<file path="config.mk">
export PLATFORM = sky130hd
export DESIGN_NAME = enc_pos_counter
export DESIGN_NICKNAME = d
export VERILOG_FILES = /design/src/rtl/enc_pos_pkg.sv /design/src/rtl/trig_edge_sync.sv /design/src/rtl/pos_core.sv /design/src/rtl/wrap_flags.sv /design/src/rtl/enc_pos_counter.sv
export SDC_FILE = /design/constraint.sdc
export NUM_CORES = 1
export LEC_CHECK = 0
export BUFFER_PORTS_ARGS = -buffer_cell sky130_fd_sc_hd__buf_2
export CAP_MARGIN = 20
export CELL_PAD_IN_SITES_DETAIL_PLACEMENT = 1
export CELL_PAD_IN_SITES_GLOBAL_PLACEMENT = 1
export CORE_MARGIN = 8
export CORE_UTILIZATION = 37
export CTS_BUF_LIST = sky130_fd_sc_hd__clkbuf_16
export DETAILED_ROUTE_END_ITERATION = 12
export MAX_ROUTING_LAYER = met4
export PLACE_DENSITY_LB_ADDON = 0.1
export SYNTH_ARGS = -nofsm -noshare
export SYNTH_HDL_FRONTEND = slang
export SYNTH_SLANG_ARGS = --single-unit
export TNS_END_PERCENT = 50
</file>
<file path="constraint.sdc">
create_clock -name clk -period 5.01 [get_ports clk]
set_clock_uncertainty 0.15 [all_clocks]
set_input_delay 1.503 -clock clk [delete_from_list [all_inputs] [get_ports clk]]
set_output_delay 1.503 -clock clk [all_outputs]
set_load 0.02 [all_outputs]
</file>
<file path="src/rtl/enc_pos_pkg.sv">
package enc_pos_pkg;

    // Kind of count step requested in the current cycle
    typedef enum logic [1:0] {
        STEP_IDLE = 2'd0,
        STEP_INC  = 2'd1,
        STEP_DEC  = 2'd2
    } step_e;

    // Wrap events produced by one count step
    typedef struct packed {
        logic over;
        logic under;
    } wrap_evt_t;

    localparam int NUM_WRAP = 2;
    localparam int WRAP_OVER  = 1;
    localparam int WRAP_UNDER = 0;

    // Up and down strobes together cancel each other
    function automatic step_e decode_step(input logic up, input logic dn);
        if (up && !dn)
            return STEP_INC;
        else if (dn && !up)
            return STEP_DEC;
        else
            return STEP_IDLE;
    endfunction

endpackage

</file>
<file path="src/rtl/trig_edge_sync.sv">
module trig_edge_sync #(
    parameter int STAGES = 2
) (
    input  logic clk,
    input  logic rst,
    input  logic async_in,
    input  logic enable,
    output logic fire
);
    logic [STAGES-1:0] chain;
    logic              last_q;

    // Synchronizer chain: stage 0 samples the pin, each later stage samples the one before
    genvar g;
    generate
        for (g = 0; g < STAGES; g++) begin : g_stage
            if (g == 0) begin : g_first
                always_ff @(posedge clk) begin
                    if (rst) chain[0] <= 1'b0;
                    else     chain[0] <= async_in;
                end
            end else begin : g_next
                always_ff @(posedge clk) begin
                    if (rst) chain[g] <= 1'b0;
                    else     chain[g] <= chain[g-1];
                end
            end
        end
    endgenerate

    always_ff @(posedge clk) begin
        if (rst) last_q <= 1'b0;
        else     last_q <= chain[STAGES-1];
    end

    assign fire = enable && chain[STAGES-1] && !last_q;

endmodule

</file>
<file path="src/rtl/pos_core.sv">
module pos_core
    import enc_pos_pkg::*;
#(
    parameter int POS_W = 32
) (
    input  logic             clk,
    input  logic             rst,
    input  step_e            step,
    input  logic             clr,
    input  logic             range_en,
    input  logic [POS_W-1:0] lo_bound,
    input  logic [POS_W-1:0] hi_bound,
    output logic [POS_W-1:0] pos,
    output logic [POS_W-1:0] delta,
    output logic             dir_up,
    output wrap_evt_t        evt
);
    localparam logic [POS_W-1:0] ALL_ONES = {POS_W{1'b1}};
    localparam logic [POS_W-1:0] ONE      = {{(POS_W-1){1'b0}}, 1'b1};

    logic [POS_W-1:0] pos_nxt;
    wrap_evt_t        raw_evt;

    always_comb begin
        pos_nxt = pos;
        raw_evt = '0;
        unique case (step)
            STEP_INC: begin
                if (range_en && pos == hi_bound) begin
                    pos_nxt      = lo_bound;
                    raw_evt.over = 1'b1;
                end else begin
                    pos_nxt      = pos + ONE;
                    raw_evt.over = (pos == ALL_ONES);
                end
            end
            STEP_DEC: begin
                if (range_en && pos == lo_bound) begin
                    pos_nxt       = hi_bound;
                    raw_evt.under = 1'b1;
                end else begin
                    pos_nxt       = pos - ONE;
                    raw_evt.under = (pos == '0);
                end
            end
            default: ;
        endcase
    end

    // A trigger clear in the same cycle suppresses the step and its wrap event
    assign evt = clr ? '0 : raw_evt;

    always_ff @(posedge clk) begin
        if (rst) begin
            pos    <= '0;
            delta  <= '0;
            dir_up <= 1'b0;
        end else if (clr) begin
            pos   <= '0;
            delta <= '0;
        end else if (step == STEP_INC) begin
            pos    <= pos_nxt;
            delta  <= delta + ONE;
            dir_up <= 1'b1;
        end else if (step == STEP_DEC) begin
            pos    <= pos_nxt;
            delta  <= delta - ONE;
            dir_up <= 1'b0;
        end
    end

endmodule

</file>
<file path="src/rtl/wrap_flags.sv">
module wrap_flags
    import enc_pos_pkg::*;
(
    input  logic                clk,
    input  logic                rst,
    input  wrap_evt_t           evt,
    input  logic [NUM_WRAP-1:0] clr_w1c,
    input  logic [NUM_WRAP-1:0] ie,
    input  logic                index_irq,
    output logic [NUM_WRAP-1:0] flags,
    output logic                irq
);
    logic [NUM_WRAP-1:0] set_v;

    assign set_v[WRAP_OVER]  = evt.over;
    assign set_v[WRAP_UNDER] = evt.under;

    genvar i;
    generate
        for (i = 0; i < NUM_WRAP; i++) begin : g_flag
            always_ff @(posedge clk) begin
                if (rst)
                    flags[i] <= 1'b0;
                else if (set_v[i])
                    flags[i] <= 1'b1;   // a new event beats a same-cycle clear
                else if (clr_w1c[i])
                    flags[i] <= 1'b0;
            end
        end
    endgenerate

    assign irq = |(flags & ie) | index_irq;

endmodule

</file>
<file path="src/rtl/enc_pos_counter.sv">
module enc_pos_counter
    import enc_pos_pkg::*;
#(
    parameter int POS_W       = 32,
    parameter int SYNC_STAGES = 2
) (
    input  logic             clk,
    input  logic             rst,
    input  logic             cnt_up,
    input  logic             cnt_dn,
    input  logic             range_en,
    input  logic [POS_W-1:0] lo_bound,
    input  logic [POS_W-1:0] hi_bound,
    input  logic             trig_clr_en,
    input  logic             trig_in,
    input  logic             over_ie,
    input  logic             under_ie,
    input  logic             over_clr,
    input  logic             under_clr,
    input  logic             index_irq,
    output logic [POS_W-1:0] pos,
    output logic [POS_W-1:0] pos_delta,
    output logic             dir_up,
    output logic             over_flag,
    output logic             under_flag,
    output logic             irq
);
    step_e               cur_step;
    logic                trig_fire;
    wrap_evt_t           wrap_evt;
    logic [NUM_WRAP-1:0] flag_vec;
    logic [NUM_WRAP-1:0] clr_vec;
    logic [NUM_WRAP-1:0] ie_vec;

    assign cur_step = decode_step(cnt_up, cnt_dn);

    trig_edge_sync #(.STAGES(SYNC_STAGES)) u_trig (
        .clk      (clk),
        .rst      (rst),
        .async_in (trig_in),
        .enable   (trig_clr_en),
        .fire     (trig_fire)
    );

    pos_core #(.POS_W(POS_W)) u_core (
        .clk      (clk),
        .rst      (rst),
        .step     (cur_step),
        .clr      (trig_fire),
        .range_en (range_en),
        .lo_bound (lo_bound),
        .hi_bound (hi_bound),
        .pos      (pos),
        .delta    (pos_delta),
        .dir_up   (dir_up),
        .evt      (wrap_evt)
    );

    assign clr_vec[WRAP_OVER]  = over_clr;
    assign clr_vec[WRAP_UNDER] = under_clr;
    assign ie_vec[WRAP_OVER]   = over_ie;
    assign ie_vec[WRAP_UNDER]  = under_ie;

    wrap_flags u_flags (
        .clk       (clk),
        .rst       (rst),
        .evt       (wrap_evt),
        .clr_w1c   (clr_vec),
        .ie        (ie_vec),
        .index_irq (index_irq),
        .flags     (flag_vec),
        .irq       (irq)
    );

    assign over_flag  = flag_vec[WRAP_OVER];
    assign under_flag = flag_vec[WRAP_UNDER];

endmodule

</file>
# ---- Word-level counts from Yosys, hierarchy flattened
# Index checks and enable logic that the tools add are counted.
dict set report word_totals {
  ff_bits 70
  input_bits 76
  out_inout_bits 68
  wordCells 56
}
dict set report classes {
  n_addsub 4
  eq_ne 5
  mux 20
  n_bitwise 3
  n_reduce_logical 16
}
# cell count
set op_table {}
lappend op_table {{$mux W32} 7}
lappend op_table {{$add A32 B1 Y32 const B} 2}
lappend op_table {{$eq A32 B32 Y1} 2}
lappend op_table {{$sub A32 B1 Y32 const B} 2}
lappend op_table {{$eq A32 B32 Y1 const B} 1}
lappend op_table {{$logic_not A32 Y1} 1}
lappend op_table {{$mux W1} 10}
lappend op_table {{$logic_and A1 B1 Y1} 6}
lappend op_table {{$mux W2} 3}
lappend op_table {{$reduce_bool A2 Y1} 3}
lappend op_table {{$reduce_or A2 Y1} 2}
lappend op_table {{$logic_not A1 Y1} 3}
lappend op_table {{$and A2 B2 Y2} 1}
lappend op_table {{$eq A2 B1 Y1 const B} 1}
lappend op_table {{$eq A2 B2 Y1 const B} 1}
lappend op_table {{$reduce_and A2 Y1} 1}
lappend op_table {{$not A1 Y1} 1}
lappend op_table {{$or A1 B1 Y1} 1}

# ---- Depth between registers and ports, before layout
# Gate-level depths: netlist of run 1.
dict set report depth {
  word_depth 8
  ltp_mapped 14
  ltp_nobuf 13
}

# ---- Hierarchy
# From an unflattened synthesis of run 1, not the netlist that was laid out.
dict set report unflattened {
  cells_unflattened 967
  area_unflattened_um2 7090.6
}
# mod instances cells_each area_each_um2
set by_module_without_submodules {}
lappend by_module_without_submodules {pos_core 1 949 6907.9}
lappend by_module_without_submodules {trig_edge_sync 1 7 87.6}
lappend by_module_without_submodules {wrap_flags 1 9 80.1}
lappend by_module_without_submodules {enc_pos_counter 1 2 15.0}

# ---- Least setup slack after synthesis of run 1
# Ideal clock, no wire load.
dict set report synth_path {
  path_type {input to register}
  startpoint {input cnt_dn}
  endpoint {register u_core.delta[28]}
  setup_ns 0.065
  t_arrival_ns 4.759
  required_time_ns 4.795
  path_slack_ns 0.036
  stages 14
  path_buffers 1
  path_cell_list {inv_1 -> ha_1 -> inv_1 -> ha_1 -> a21o_1 -> a211o_1 -> a21oi_1 -> nor2b_1 -> or3_1 -> buf_2 -> a21bo_1 -> and4_4 -> or4_1 -> nor2_1}
}
dict set report synth_between {
  elab_chain_len 5
}
# element line_no
set synth_rtl {}
lappend synth_rtl {{start: declaration} enc_pos_counter.sv:10} ;# input logic cnt_dn,
lappend synth_rtl {{$logic_and A1 B1 Y1 or $logic_not A1 Y1 (tied branches)} {enc_pos_pkg.sv:24, enc_pos_pkg.sv:22}}
lappend synth_rtl {{$mux W2 or $logic_and A1 B1 Y1 (tied branches)} {enc_pos_pkg.sv:24, enc_pos_pkg.sv:22}}
lappend synth_rtl {{$mux W2 (*)} enc_pos_pkg.sv:22} ;# if (up && !dn)
lappend synth_rtl {{$eq A2 B1 Y1 or $eq A2 B2 Y1 (tied branches)} {pos_core.sv:61, pos_core.sv:65}}
lappend synth_rtl {{$mux W32 or $reduce_bool A2 Y1 (tied branches)} -}
lappend synth_rtl {{end signal: assignment} pos_core.sv:63} ;# delta <= delta + ONE;
lappend synth_rtl {{end signal: assignment} pos_core.sv:67} ;# delta <= delta - ONE;
lappend synth_rtl {{end: declaration} pos_core.sv:14} ;# output logic [POS_W-1:0] delta,
# Mark *: on every way between the ends. The rest lies on a longest branch, timed or not.
# A chain may end at the register's enable or synchronous reset.

# ---- Final worst setup path of run 1
# Ends and elaborated chain as after synthesis.

==> metrics.cfg, run 1 <==
[placement]
dp_cells = 1340
portBuffers = 143
dp_hpwl_um = 20400
placed_area_um2 = 7970
gp_congestion = 0.910

[drt]
via_per_inst = 5.49
routedWlPerCell_um = 19.7
finalWirelength_um = 26700
detail-route-antenna-nets = 0
drtIter0Drc = 348
firstDrtPassIters = 4
vias = 7444
drcViolationCount = 0

[synth]
syn_area_um2 = 7130
ys_ff_latch = 70
yosysTopAreaCell = dfxtp_1
synth_common_cells = nor2_1 (116), nand2_1 (99), a21oi_1 (86), xor2_1 (73), dfxtp_1 (70)
yosysUniqueCellTypes = 59
synthArstFlopShare = 0
ys.warnings.count = 0
avgSynthCellArea_um2 = 7.12
syn_nets = 1116
yosysMostFrequentCell = nor2_1
yosysTopAreaCellShare = 0.197
synth_ff_type = dfxtp_1
syn_inst = 1002
ys_top_cells_by_area = dfxtp_1 (20%), xor2_1 (9.0%), xnor2_1 (8.4%)
synth_edf_count = 0
synth.yosys.seq_area_share = 0.197

[timing]
drv_slew = 0
fin_tns_setup_ps = 0
hold_viol_final = 0
max_slew_margin = 0.461
tightest_slew_ps = 809
period_needed_ps = 4460
holdWs_ps = 303
finalSetupViolCount = 0
fin_crit_sh = 0.890
rsz0062_at_grt = false
fmax_ghz = 0.224

[global_routing]
antenna_found_initial = 1
grt_pass1_vias = 7609
grt_pass1_wl_um = 42000
overflow = 0
grt_max_degree = 49
grt_use_total = 0.226

[clock_network]
clockBufferDepth = 2
post-cts-setup-buffers = 0
cts-buffers-inserted = 9
clk_pin_slew_ps = 60
clk-insertion-delay-late_ps = 350
htree_num_levels = 3
cts-root-buf = clkbuf_16
numClockSinks = 70
cts_resized = 0
holdBufCountCts = 0
tritoncts = done

[final_layout]
areaGrowthSynthToFinish_pct = 15.3
final_cells = 1355
drive_gt1_frac = 0.176
fillers = 2473
fin_nets = 1206
fin_area_um2 = 8220

[power_and_ir_drop]
power_density_nw_per_um2 = 444
p_leak_uw = 0.00374
vdd_drop_max_v = 0.000283

[worst_setup_path]
rr_worst_depth = 10
endpoint_kind = register
path_class = in -> reg
crit_fanout = 23
cp.arrival_ps = 4590
start_kind = primary input
cp.required_ps = 5140

[floorplan]
rows = 50
die_x_um = 155
initial_core_util = 0.379
coreArea_um2 = 18800
ios = 144
die_h_um = 155
dieArea_um2 = 24000

[run]
cap_viol_max_count = 0

[min_path]
hp-class = reg -> reg
whs_path_depth = 1

[status]
run_status = completed

## per-stage QoR
stage	worst slack (ps)	power (uW)	utilization
after floorplan	36.1	2460	-
after detailed placement	202	3070	0.423
after global placement	255	3060	0.423
after CTS	549	3680	0.436
after global routing	389	3950	0.437
final	553	3650	0.437
## final cells by class
cell class              count  area [um2]  area share
well taps                 260         325      0.0396
multi-input cells         835        5340       0.649
repair buffers            160         856       0.104
clock inverters             4        18.8     0.00228
inverters                  16        60.1     0.00730
diodes                      1        2.50    0.000304
flip-flops and latches     70        1400       0.170
clock buffers               9         225      0.0274
## sequential cells by signal, indices dropped and copies added (netlist names)
signal / count
u_trig.chain: 2
u_core.pos: 32
u_core.dir_up: 1
u_trig.last_q: 1
u_flags.flags: 2
u_core.delta: 32
## cell usage in the layout, fill, tap and decap left out, types with 6 or more instances in the layout
| cell type | n |
|---|---|
| nand2_1 | 99 |
| nor2b_1 | 8 |
| clkbuf_16 | 9 |
| xnor2_1 | 68 |
| a31oi_1 | 6 |
| o211ai_1 | 18 |
| ha_1 | 36 |
| o21a_1 | 6 |
| nor3_1 | 25 |
| dfxtp_1 | 70 |
| nand3_1 | 41 |
| and3_1 | 15 |
| a21oi_1 | 86 |
| inv_1 | 16 |
| buf_4 | 15 |
| a21o_1 | 14 |
| o21ai_0 | 59 |
| mux2i_1 | 12 |
| a211oi_1 | 28 |
| nand2b_1 | 7 |
| mux2_2 | 8 |
| nand4_1 | 21 |
| buf_2 | 143 |
| nor4_1 | 20 |
| nor2_1 | 116 |
| xor2_1 | 73 |
| or4_1 | 7 |
## critical path: stages
cell and delay, ps:
buf_2 110, inv_1 50, ha_1 170, inv_1 80, buf_12 160, ha_1 330
nand2b_1 140, a21oi_1 120, o31a_1 290, nor2b_1 140, or3_1 450, a21bo_1 250
and4_4 180, or4_1 490, nor2_1 100
## kinds of logic (layout without fill, tap and decap cells)
family          after synthesis  after routing  synth area share
mux                          20             20            0.0295
other cells                   0              1                 0
simple gates                390            390             0.267
flops                        70             70             0.197
compound gates              246            246             0.210
buf+inv                      97            189            0.0565
fa+ha+maj                    38             38            0.0677
xor+xnor                    141            141             0.173
## worst paths after layout
path,startpoint,end,slack (ps)
max,cnt_dn,u_core.delta[28]$_SDFFE_PP0N_,550
min,u_trig.chain[0]$_SDFF_PP0_,u_trig.chain[1]$_SDFF_PP0_,300
max reg2reg,u_core.pos[2]$_SDFFE_PP0N_,u_core.pos[0]$_SDFFE_PP0N_,1640
min reg2reg,u_trig.chain[0]$_SDFF_PP0_,u_trig.chain[1]$_SDFF_PP0_,300
## power by group
part / internal [uW] / leakage [uW] / switching [uW]
logic: 895 / 0.00303 / 1310
registers: 680 / 0.000576 / 177
clock network: 323 / 0.000128 / 264
## routing by layer
layer	GRT usage	routed length, um	share of wire	up-vias
met5	-	0	0	-
met4	0.0966	891	0.033	0
met3	0.0385	1260	0.047	46
met2	0.376	12600	0.47	164
met1	0.265	11900	0.45	3507
li1	-	-	-	3727
Power figures use the tool's default switching activity.
==> inputs of run 2 (changes only) <==
--- a/config.mk
+++ b/config.mk
@@ -5,12 +5,13 @@
 export SDC_FILE = /design/constraint.sdc
 export NUM_CORES = 1
 export LEC_CHECK = 0
+export ABC_AREA = 1
 export BUFFER_PORTS_ARGS = -buffer_cell sky130_fd_sc_hd__buf_2
 export CAP_MARGIN = 20
 export CELL_PAD_IN_SITES_DETAIL_PLACEMENT = 1
 export CELL_PAD_IN_SITES_GLOBAL_PLACEMENT = 1
 export CORE_MARGIN = 8
-export CORE_UTILIZATION = 37
+export CORE_UTILIZATION = 35
 export CTS_BUF_LIST = sky130_fd_sc_hd__clkbuf_16
 export DETAILED_ROUTE_END_ITERATION = 12
 export MAX_ROUTING_LAYER = met4
==> metrics.cfg, run 2 <==
[status]
run_status = completed

[final_layout]
final_cells = 2110
fin_nets = 1888
areaGrowthSynthToFinish_pct = 12.9
final_common_cell = nand2_1
drive_gt1_frac = 0.124
final_core_util = 0.401
final_cell_mix = nand2_1 (489), nand3_1 (232), nor2_1 (227)
reg_top3 = u_core.delta x32, u_core.pos x32
fillers = 3696

[power_and_ir_drop]
p_leak_uw = 0.00560
seqPwrFrac = 0.247
power_density_nw_per_um2 = 313
p_sw_frac = 0.516
power_switching_uw = 1630
p_int_uw = 1530
combPwrFrac = 0.547
vdd_drop_max_v = 0.000179
p_clk_frac = 0.206

[worst_setup_path]
endpoint = u_core.delta[18]$_SDFFE_PP0N_
endpoint_kind = register
rr_endpoint = u_core.pos[23]$_SDFFE_PP0N_
start_kind = primary input
cp.arrival_ps = 4420
crit_fanout = 15
path_class = in -> reg
cp.required_ps = 5110
r2r_slack_ps = 2060
critPathLaunch = cnt_dn
rr_startpoint = u_core.pos[13]$_SDFFE_PP0N_
rr_worst_depth = 12

[clock_network]
clockBufferDepth = 2
cts-root-buf = clkbuf_16
holdBufCountCts = 0
post-cts-setup-buffers = 0
cts-buffers-inserted = 9
clk_pin_slew_ps = 70
htree_num_levels = 3
numClockSinks = 70
clk-insertion-delay-late_ps = 360
tritoncts = done
cts_resized = 0

[synth]
synth_common_cells = nand2_1 (489), nand3_1 (232), nor2_1 (227), inv_1 (221), a21oi_1 (84)
synth.yosys.seq_area_share = 0.157
synth_edf_count = 0
syn_inst = 1680
ys.warnings.count = 0
synth_ff_type = dfxtp_1
yosysMostFrequentCell = nand2_1
yosysTopAreaCellShare = 0.206
ys_top_cells_by_area = nand2_1 (21%), dfxtp_1 (16%), nand3_1 (13%)
ys_ff_latch = 70
yosysTopAreaCell = nand2_1
syn_area_um2 = 8930
yosysUniqueCellTypes = 38
syn_nets = 1794
synthArstFlopShare = 0
avgSynthCellArea_um2 = 5.31

[placement]
dp_slack_ps = 338
dp_hpwl_um = 33900
portBuffers = 143
gp_congestion = 0.955
dp_cells = 2093

[timing]
fin_tns_setup_ps = 0
final.setup.worst_slack_ps = 685
holdWs_ps = 259
drv_slew = 0
fmax_ghz = 0.231
finalSetupViolCount = 0
tightest_slew_ps = 985
rsz0062_at_grt = false
max_slew_margin = 0.343
hold_viol_final = 0
period_needed_ps = 4330
fin_crit_sh = 0.863

[drt]
via_per_inst = 5.24
routedWlPerCell_um = 20.2
detail-route-antenna-nets = 0
drtIter0Drc = 602
vias = 11100
finalWirelength_um = 42700
firstDrtPassIters = 5
drcViolationCount = 0

[floorplan]
die_h_um = 176
rows = 58
ios = 144
die_x_um = 176
dieArea_um2 = 30900
initial_core_util = 0.356
coreArea_um2 = 25100

[global_routing]
grt_use_total = 0.279
grt_max_degree = 52
grt_pass1_wl_um = 65600
antenna_found_initial = 1
grt_pass1_vias = 11600
overflow = 0

[run]
cap_viol_max_count = 0

[min_path]
hp-class = reg -> reg

## run 2: changes by cell type after synthesis, moves of 16 or more
cell,previous run,this run
xnor2_1,68,13
o21ai_0,59,43
nor2_1,116,227
inv_1,16,221
xor2_1,73,57
nand2_1,99,489
a211oi_1,28,0
clkbuf_1,48,22
nand3_1,41,232
inv_2,0,38
nor4_1,20,3
o211ai_1,18,1
## run 2: metrics by stage
step | instance area [um2] | power (uW)
global placement | 9800 | 2490
global route | 10100 | 3410
floorplan | 8930 | 1930
CTS | 10100 | 3190
detailed placement | 9800 | 2510
finish | 10100 | 3160
## run 2: critical path, cell delays in order
cell	delay, ps
buf_2	110
inv_1	50
ha_1	200
inv_1	290
buf_4	300
ha_1	360
nand2_1	120
inv_1	70
nand2_1	130
nor3_1	530
nand4_1	300
nand4_1	180
nand3_1	110
o211ai_1	110
inv_1	50
## run 2: worst min path at each step
stage / start / endpoint / slack, ps / depth (start not counted)
3_3_place_gp: u_trig.chain[0]$_SDFF_PP0_ / u_trig.chain[1]$_SDFF_PP0_ / 240 / 2
3_5_place_dp: u_trig.chain[0]$_SDFF_PP0_ / u_trig.chain[1]$_SDFF_PP0_ / 250 / 2
5_1_grt: u_trig.chain[0]$_SDFF_PP0_ / u_trig.chain[1]$_SDFF_PP0_ / 270 / 2
4_1_cts: u_trig.chain[0]$_SDFF_PP0_ / u_trig.chain[1]$_SDFF_PP0_ / 260 / 2
6_report: u_trig.chain[0]$_SDFF_PP0_ / u_trig.chain[1]$_SDFF_PP0_ / 260 / 2
2_1_floorplan: u_trig.chain[0]$_SDFF_PP0_ / u_trig.chain[1]$_SDFF_PP0_ / 240 / 2
## run 2: logic make-up after synthesis
kind of cell | count (synthesis) | synth area share
AND/OR/NAND/NOR | 1021 | 0.482
XOR/XNOR | 70 | 0.0687
buffers and inverters | 332 | 0.150
AO/OA/AOI/OAI | 149 | 0.0886
flip-flops | 70 | 0.157
adder cells (fa/ha/maj) | 38 | 0.0541
## run 2: cell type report
cell class	count	area, um2	area share
diodes	1	2.50	0.000248
clock buffers	9	225	0.0223
clock inverters	7	48.8	0.00484
inverters	260	976	0.0968
multi-input cells	1278	6190	0.614
flip-flops and latches	70	1400	0.139
well taps	330	413	0.0410
repair buffers	155	818	0.0812
## run 2: layer usage
| layer | up-vias | GRT usage | routed length [um] |
|---|---|---|---|
| li1 | 5468 | - | - |
| met1 | 5298 | 0.305 | 17600 |
| met2 | 223 | 0.511 | 22000 |
| met3 | 68 | 0.0365 | 1680 |
| met4 | 0 | 0.0964 | 1330 |
| met5 | - | - | 0 |
## run 2: power by group through the flow
stage	Sequential (uW)	Clock, uW	Combinational [uW]
3_3_place_gp	791	0	1690
2_1_floorplan	798	0	1130
3_5_place_dp	791	0	1720
4_1_cts	779	674	1730
6_report	780	651	1730
5_1_grt	793	690	1920
